==> src/rtl/spdif_err_filter.sv <==
module spdif_err_filter #(
  parameter int PAY_W   = 24,
  parameter int PAY_LSB = 4,
  localparam int V_POS  = PAY_LSB + PAY_W,
  localparam int SF_W   = V_POS + 4
) (
  input  logic            clk,
  input  logic            rst_n,
  input  logic            sf_stb,
  input  logic [SF_W-1:0] sf_word,
  input  logic            raw_mode,
  input  logic [1:0]      stat_clr,
  output logic            out_stb,
  output logic [SF_W-1:0] out_word,
  output logic            verr_flag,
  output logic            perr_flag
);

  localparam int PAD_W = SF_W - PAY_W;

  logic            par_bad;
  logic            v_bit;
  logic            verr_set;
  logic            perr_set;
  logic [SF_W-1:0] filt_word;
  logic [SF_W-1:0] nxt_word;

  assign par_bad   = ^sf_word[SF_W-1:PAY_LSB];
  assign v_bit     = sf_word[V_POS];
  assign filt_word = par_bad ? '0 : {{PAD_W{1'b0}}, sf_word[PAY_LSB +: PAY_W]};
  assign nxt_word  = raw_mode ? sf_word : filt_word;
  assign verr_set  = sf_stb & ~raw_mode & v_bit;
  assign perr_set  = sf_stb & ~raw_mode & par_bad;

  always_ff @(posedge clk or negedge rst_n) begin
    if (!rst_n) begin
      out_stb   <= 1'b0;
      out_word  <= '0;
      verr_flag <= 1'b0;
      perr_flag <= 1'b0;
    end else begin
      out_stb   <= sf_stb;
      if (sf_stb) out_word <= nxt_word;
      verr_flag <= verr_set | (verr_flag & ~stat_clr[0]);
      perr_flag <= perr_set | (perr_flag & ~stat_clr[1]);
    end
  end


  stb_follow_chk: assert property (@(posedge clk) disable iff (!rst_n)
    sf_stb |=> out_stb);

  stb_idle_chk: assert property (@(posedge clk) disable iff (!rst_n)
    !sf_stb |=> !out_stb);

  par_mute_chk: assert property (@(posedge clk) disable iff (!rst_n)
    (sf_stb && !raw_mode && (^sf_word[SF_W-1:PAY_LSB])) |=> (out_word == '0) && perr_flag);

  val_pass_chk: assert property (@(posedge clk) disable iff (!rst_n)
    (sf_stb && !raw_mode && sf_word[V_POS] && !(^sf_word[SF_W-1:PAY_LSB]))
      |=> (out_word[PAY_W-1:0] == $past(sf_word[PAY_LSB +: PAY_W])) && verr_flag);

  raw_pass_chk: assert property (@(posedge clk) disable iff (!rst_n)
    (sf_stb && raw_mode) |=> out_word == $past(sf_word));

  raw_noset_chk: assert property (@(posedge clk) disable iff (!rst_n)
    (raw_mode && !verr_flag && !perr_flag) |=> !verr_flag && !perr_flag);

  sticky_chk: assert property (@(posedge clk) disable iff (!rst_n)
    (perr_flag && !stat_clr[1]) |=> perr_flag);

  hold_chk: assert property (@(posedge clk) disable iff (!rst_n)
    !sf_stb |=> $stable(out_word));

endmodule

==> config.mk <==
export PLATFORM = sky130hd
export DESIGN_NAME = spdif_err_filter
export DESIGN_NICKNAME = d
export VERILOG_FILES = /design/src/rtl/spdif_err_filter.sv
export SDC_FILE = /design/constraint.sdc
export NUM_CORES = 1
export LEC_CHECK = 0
export ABC_AREA = 0
export CAP_MARGIN = 0
export CORE_MARGIN = 2
export CORE_UTILIZATION = 40
export DETAILED_ROUTE_END_ITERATION = 10
export MAX_ROUTING_LAYER = met4
export PLACE_DENSITY_LB_ADDON = 0.25
export SLEW_MARGIN = 20
export SYNTH_ARGS = -nofsm -noshare
export SYNTH_HDL_FRONTEND = slang
export SYNTH_SLANG_ARGS = --single-unit
==> constraint.sdc <==
create_clock -name clk -period 0.8 [get_ports clk]
set_clock_uncertainty 0.2 [all_clocks]
set_input_delay 0.12 -clock clk [delete_from_list [all_inputs] [get_ports clk]]
set_output_delay 0.12 -clock clk [all_outputs]
set_load 0.005 [all_outputs]
Word-level counts from Yosys, hierarchy flattened
Index checks and enable logic that the tools add are counted.
Widths: inputs -> output; s select.

cells by class
  muxes and demuxes = 2
  bitwise logic cells = 10
  reduce and logical (&&, ||, !) cells = 1

operator list
  operator           count
  $mux 32            1
  $reduce_xor 28->1  1
  $mux 24            1
  $and 1x1->1        5
  $not 1->1          3
  $or 1x1->1         2

word-level totals
  flip-flop bits (word level) = 35
  output and inout bits = 35

Depth between registers and ports, before layout
Gate-level depths: netlist of run 1.

  word-level depth = 4
  depth in mapped cells = 6
  mapped depth without buffers = 5

Least setup slack after synthesis of run 1
No wires, ideal clock.

  kind = input to register
  start point = input sf_word[21]
  end point = register out_word[0]
  library setup time = 0.145 ns
  data arrival time = 1.381 ns
  setup slack = -0.926 ns
  stages = 6
  buffers on the path = 1
  cell sequence = xnor2_1 xnor2_1 xnor3_1 xnor3_2 buf_6 o221ai_2

on the way
  cells in the longest elaborated chain, start to end = 3

RTL lines
  element               line  RTL
  from (decl)           10    input logic [SF_W-1:0] sf_word,
  $reduce_xor 28->1     28    assign par_bad = ^sf_word[SF_W-1:PAY_LSB];
  $mux 24               30    assign filt_word = par_bad ? '0 : {{PAD_W{1'b0}}, sf_word[PAY_LSB +: PAY_W]};
  $mux 32               31    assign nxt_word = raw_mode ? sf_word : filt_word;
  to (signal assigned)  43    if (sf_stb) out_word <= nxt_word;
  to (decl)             14    output logic [SF_W-1:0] out_word,

No other way between the ends.
A chain may end at the register's enable or synchronous reset.

Worst setup path in the final report of run 1
  start point = input sf_word[13]
  end point = register out_word[17]

The elaborated chain is that of the path after synthesis.

==> summary.md, run 1 <==
| Metric | Value |
|---|---|
| R2r setup slk | -0.30 ns |
| Top Ports | 73 |
| Largest area contributor in the synthesized netlist | dfrtp_1 |
| Net Sw Power | about 3.1 mW |
| Critical Path Sink | out_word[17] |
| Synthesis-to-layout area growth | 70.5% |
| Min cycle time layout | 1.68 ns |
| Post-route cell area | approximately 3400 sq um |
| Mean Syn Cell Area | roughly 9.8 sq um |
| Failing checks | negative hold slack, negative setup slack |
| Post-Syn Nets | 240 |
| Fin. Hold Viols | 13 |
| Yosys top cell area share | approximately 44% |
| Tcrit/Tclk final | 210% |
| Critical path type | in2reg |
| CP arrival | ~1.7 ns |
| Root buffer cell | clkbuf_8 |
| FMAX | ~600 MHz |
| Critical Path RT | approximately 0.81 ns |
| Startpoint types | primary input |
| WL per Instance | ~15 um |
| Placed instance area | between 3000 and 4000 sq um |
| Hpwl dp | about 3600 um |
| Pwr/cell area | 2520 nW/um^2 |
| R2R depth | 4 |
| Max_cap viols | 0 |
| Top post-synthesis cells by area | dfrtp_1, o221ai_2, xnor2_1, nand3_1, inv_1 |
| Placer Congestion | 0.770 |
| Setup violators final | 65 |
| Seq/Total Area, Yosys | between 40% and 50% |
| Remaining global-route overflow | 0 |
| CTS max path bufs | 2 |
| Synth cell types | 16 |
| Starting Density | 41.7% |
| Share of layout cells above drive strength 1 | between 50% and 60% |
| Slowest cell on crit path | xnor3_1 |
| WL final | around 5800 um |
| Total CTS buffers | 5 |
| Crit path max-delay family | XOR/XNOR gates |
| CP Max Fanout | 4 |
| WP buf/inv | 3 |
| Setup ws final | -0.878 ns |
| Reg power frac | between 20 and 30% |
| Row cnt | 25 |
| Worst-Skew Late Latency | between 0.2 and 0.3 ns |
| Synthesized area | between 1500 and 2000 sq um |
| Status | finished, violations left |
| Initial DRC Count | between 100 and 150 |
| CTS tree | built |
| Peak supply drop | between 1.5 and 2 mV |
| Clock sinks | 35 |
| Placed instance count | 360 |
| Vias in the first global route | ~1900 |
| N_diodes | 0 |
| Fin cells | between 300 and 400 |
| DIE AREA | 5540 sq um |
| Clock slew at reported path FFs | 0.07 ns |
| Max-slew violation count | 0 |
| Critical path's most frequent cell | buf_6 |
| Post-Syn Instances | between 200 and 250 |
| Initial antenna violation count | 0 |
| Hold WC Path Type | in2reg |
| Routed Antenna Nets | 0 |
| Measured slew at the worst slew-check pin | around 0.31 ns |
| CP Cell Sequence | buf_8, xnor2_4, xnor2_2, xnor3_1, xnor3_2, buf_6, buf_6, o221ai_2 |
| Critical path origin | sf_word[13] |
| Largest net degree at the start of global routing | 61 |
| CORE AREA | 4750 sq um |
| WP depth | 8 |
| RSZ-0062 raised after global routing | yes |
| Synthesis-stage register bit count | 35 |
| Hold_ws | -0.129 ns |
| Die height | approximately 74 um |
| Hold_buf cts | 1 |
| Slew margin rel. | about four fifths |
| Syn. warnings | 0 |
| Net count reported at finish | ~360 |
| GRT Util Overall | between 20 and 25% |
| Leakage Power | 1.64 nW |
| RR Startpoint | out_word[23] |
| First-pass GRT wire length | 8950 um |
| Die width | 74.4 um |
| Worst setup EP type | register |
| # H-tree levels | 2 |
| I/O Buffers | roughly 70 |
| TritonRoute pass-1 iters | 4 |
| Internal | between 5 and 6 mW |
| Critical path's largest stage delay | around 0.42 ns |
| DR vias/cell | 4.88 |
| Clock power frac | approximately 15% |
| Combinational power share | a little under three fifths |
| DRC Markers | 0 |
| RR Endpoint | out_word[23] |
| Number of vias in the routed layout | 1898 |
| Switching Fraction | a little over a third |
[sequential cells by signal (all words and copies together), names as in the netlist]
signal and count:
perr_flag 1, out_word 32, verr_flag 1, out_stb 1
[Yosys cell counts (all sizes together)]
library cell and count:
nand2 25, a22o 1, nand3 32, xnor3 2
o21ai 9, dfrtp 35, buf 2, o221ai 24
inv 34, clkbuf 14, xnor2 22, xor2 1
nor2b 1
[repair_timing]
action,4_1_cts,5_1_grt
gates cloned,3,0
gates resized for setup,231,91
buffers inserted,12,6
setup endpoints to repair,69,69
pin swaps,26,25
hold endpoints to repair,42,11
[logic make-up after synthesis]
logic type                Yosys count  synth area share (%)
and+or+nand+nor                    58                  13.1
xor gates and xnor gates           25                  12.9
DFF                                35                  44.1
buffers and inverters              50                  10.2
AOI/OAI and AO/OA                  34                  19.7
[placed cells by master (no fill, tap or decap), types with 5 or more instances in the layout]
| cell type | count |
|---|---|
| buf_4 | 43 |
| buf_2 | 41 |
| dfrtp_1 | 35 |
| nand3_1 | 32 |
| inv_1 | 31 |
| nand2_1 | 25 |
| o221ai_2 | 20 |
| xnor2_2 | 16 |
| buf_6 | 14 |
| clkbuf_2 | 11 |
| buf_12 | 7 |
| o21ai_1 | 6 |
| clkdlybuf4s50_1 | 6 |
| xnor2_4 | 5 |
| clkbuf_8 | 5 |
[per-layer routing]
layer | GRT usage, % | share of wire, % | up-vias
li1 | - | - | 922
met1 | 29.5 | 43 | 917
met2 | 34.4 | 51 | 53
met3 | 5.69 | 4.5 | 6
met4 | 6.75 | 1.4 | 0
met5 | - | 0 | -
[tightest hold or removal path, stage by stage]
cell     delay (ns)
buf_6          0.08
nand3_1        0.06
o21ai_1        0.06
[worst min path at each step]
stage	start	end	slack (ns)	cells after the start
after detailed placement	rst_n	out_word[27]	-0.10	2
final	sf_word[31]	out_word[31]	-0.13	3
after floorplan	rst_n	out_stb	-0.38	0
after global routing	sf_word[31]	out_word[31]	-0.13	3
after global placement	rst_n	out_word[27]	-0.10	2
after CTS	sf_stb	out_stb	-0.11	2
[area by class of cell]
class	count	area [sq um]
Clock buffer	7	76.3
Clock inverter	1	5.00
Sequential cell	35	876
Multi-Input combinational cell	117	1160
Timing Repair Buffer	128	1050
Tap cell	67	83.8
Fill cell	364	1370
Inverter	34	128
[power by group through the flow]
| stage | clock (mW) | combinational, mW | sequential (mW) |
|---|---|---|---|
| after floorplan | 0 | 2.20 | 2.51 |
| after global placement | 0 | 3.95 | 2.48 |
| after detailed placement | 0 | 3.98 | 2.49 |
| after CTS | 1.27 | 4.96 | 2.43 |
| after global routing | 1.38 | 5.18 | 2.49 |
| final | 1.24 | 4.84 | 2.44 |
[stage by stage]
step                      total power [mW]  utilization, %  setup slack [ns]  TNS (ns)
after floorplan                       4.70               -            -0.881    -23.52
after global placement                6.42            64.8             -1.55    -54.66
after detailed placement              6.47            64.8             -1.61    -56.38
after CTS                             8.67            67.7             -1.08    -36.17
after global routing                  9.05            71.2            -0.906    -33.54
final                                 8.52            71.2            -0.878    -31.34
No activity file was read; power rests on OpenSTA's default activity.
==> run 2, diff against run 1 <==
--- a/config.mk
+++ b/config.mk
@@ -7,6 +7,7 @@
 export LEC_CHECK = 0
 export ABC_AREA = 0
 export CAP_MARGIN = 0
+export CORE_ASPECT_RATIO = 0.5
 export CORE_MARGIN = 2
 export CORE_UTILIZATION = 40
 export DETAILED_ROUTE_END_ITERATION = 10
==> run 2 against run 1 <==
  * The flow still finishes with violations (negative hold slack, negative setup slack)
  * Critical path type unchanged
  * Design area decreased by 2.0%
  * Flip-flop and latch count unchanged
  * Routed wire length increased by 4.1%
  * Highest routed layer unchanged
  * Global-route usage decreased by 0.34 points
  * Critical endpoint is now out_word[0]
  * Cell count decreased by 2.1%
==> summary.md, run 2 (synthesis results as in run 1) <==
| Metric | Value |
|---|---|
| Post-Place Setup Slack | -1.57 ns (was -1.61 ns) |
| Crit path max-delay family | XOR/XNOR gates (unchanged) |
| Initial antenna violation count | 0 (unchanged) |
| Max-slew violation count | 0 (unchanged) |
| Pwr/cell area | 2550 nW/um^2 (was 2520 nW/um^2) |
| Die height | 53.8 um (was 74.4 um) |
| Status | finished, violations left (unchanged) |
| Largest net degree at the start of global routing | 36 (was 61) |
| Routed Antenna Nets | 0 (unchanged) |
| CTS tree | built (unchanged) |
| Remaining global-route overflow | 0 (unchanged) |
| Initial DRC Count | 51 (was 144) |
| First-pass GRT wire length | 9300 um (was 8950 um) |
| Setup ws final | -0.879 ns (was -0.878 ns) |
| Hold_ws | -0.0743 ns (was -0.129 ns) |
| WL final | 6040 um (was 5800 um) |
| Starting Density | 41.0% (was 41.7%) |
| Setup violators final | 68 (was 65) |
| Most frequent cells in the layout | buf_2, buf_4, dfrtp_1 (was buf_4, buf_2, dfrtp_1) |
| Fin. Hold Viols | 3 (was 13) |
| Hold WC Path Type | in2reg (unchanged) |
| Net count reported at finish | 350 (was 359) |
| Share of layout cells above drive strength 1 | 55.3% (was 55.6%) |
| Worst-Skew Late Latency | 0.27 ns (was 0.28 ns) |
| # H-tree levels | 2 (unchanged) |
| Most common cell after layout, fill and taps aside | buf_2 (was buf_4) |
| WP buf/inv | 3 (unchanged) |
| GRT Util Overall | 22.2% (was 22.5%) |
| Hpwl dp | 3890 um (was 3630 um) |
| Number of vias in the routed layout | 1908 (was 1898) |
| Die width | 104 um (was 74.4 um) |
| Vias in the first global route | 1914 (was 1850) |
| Hold_buf cts | 1 (unchanged) |
| Worst setup EP type | register (unchanged) |
| Fin cells | 381 (was 389) |
| Peak supply drop | 1.66 mV (was 1.71 mV) |
| Slew margin rel. | 72.1% (was 79.1%) |
| Placer Congestion | 0.763 (was 0.770) |
| Tcrit/Tclk final | 210% (about the same) |
| Clock slew at reported path FFs | 0.07 ns (about the same) |
| Placed instance count | 362 (was 360) |
| DRC Markers | 0 (unchanged) |
| Row cnt | 18 (was 25) |
| CP Cell Sequence | clkbuf_2, xnor2_2, xnor2_2, xnor2_2, xnor3_2, buf_12, buf_12, o221ai_2 (was buf_8, xnor2_4, xnor2_2, xnor3_1, xnor3_2, buf_6, buf_6, o221ai_2) |
| TritonRoute pass-1 iters | 4 (unchanged) |
| DIE AREA | 5570 sq um (was 5540 sq um) |
| Max_cap viols | 0 (unchanged) |
| CORE AREA | 4840 sq um (was 4750 sq um) |
| I/O Buffers | 72 (unchanged) |
| Startpoint types | primary input (unchanged) |
| Synthesis-to-layout area growth | 67.0% (was 70.5%) |
| FMAX | 595 MHz (was 596 MHz) |
| N_diodes | 0 (unchanged) |
| Min cycle time layout | 1.68 ns (about the same) |
| Max reg flops | 32 (unchanged) |
| CP arrival | 1.67 ns (was 1.69 ns) |
| R2r setup slk | -0.28 ns (was -0.30 ns) |
| WL per Instance | 15.8 um (was 14.9 um) |
| Total CTS buffers | 5 (unchanged) |
| CTS max path bufs | 2 (unchanged) |
| RSZ-0062 raised after global routing | yes (unchanged) |
| Slowest cell on crit path | xnor3_2 (was xnor3_1) |
| Root buffer cell | clkbuf_8 (unchanged) |
| CP Max Fanout | 6 (was 4) |
| Critical path's largest stage delay | 0.51 ns (was 0.42 ns) |
| Critical path's most frequent cell | xnor2_2 (was buf_6) |
| DR vias/cell | 5.01 (was 4.88) |
| Leakage Power | 1.58 nW (was 1.64 nW) |
| Clock sinks | 35 (unchanged) |
| Critical path type | in2reg (unchanged) |
| Post-route core utilization | 68.4% (was 71.2%) |
| Critical Path RT | 0.79 ns (was 0.81 ns) |
| Failing checks | negative hold slack, negative setup slack (unchanged) |
| Top Ports | 73 (unchanged) |
| Measured slew at the worst slew-check pin | 0.418 ns (was 0.313 ns) |
| Reg with most FFs | out_word (unchanged) |
==> run 2: tightest hold or removal path, delay by kind of cell <==
kind | cells | cell delay [ns]
and+or+nand+nor | 1 | 0.09
AOI/OAI and AO/OA | 1 | 0.07
buffers and inverters | 1 | 0.09
==> run 2: through the flow <==
stage	setup TNS (ns)	total power [mW]	area [sq um]
floorplan	-23.52	4.70	2060
global placement	-53.99	6.36	3040
detailed placement	-54.92	6.45	3040
CTS	-35.79	8.80	3210
global route	-33.73	8.95	3310
finish	-31.20	8.46	3310
==> run 2: area by class of cell <==
class / count / area, sq um
sequential: 35 / 876
fill: 369 / 1530
clock buffer: 6 / 72.6
timing repair buffer: 119 / 962
inverter: 34 / 128
multi-input combinational: 117 / 1190
tap: 70 / 87.6
==> run 2: path summary, 6_finish.rpt <==
check                                   from      endpoint  cells after the start
min in group asynchronous              rst_n  out_word[19]                      3
worst min register to register  out_word[24]  out_word[24]                      2
max in group asynchronous              rst_n   out_word[7]                      3
worst max register to register     perr_flag     perr_flag                      2
worst max-delay path             sf_word[30]   out_word[0]                      8
worst min-delay path             sf_word[29]  out_word[29]                      3
==> run 2: metal layers <==
layer  routed length, um  up-vias  GRT usage (%)
met3                 280        8           5.45
met1                2570      946           27.3
met5                   0        -              -
li1                    -      906              -
met2                3100       48           38.6
met4                  83        0           4.28
==> run 2: report_power, final <==
group | internal (mW) | switching [mW]
logic | 2.54 | 2.27
clock network | 0.581 | 0.611
registers | 2.21 | 0.241
total | 5.34 | 3.13
==> run 2: timing repair <==
action / CTS / global route
resized for setup: 245 / 85
endpoints found under the setup margin: 69 / 69
pin swaps: 28 / 26
setup buffers: 11 / 2
gates cloned: 2 / 0
hold endpoints to repair: 36 / 3
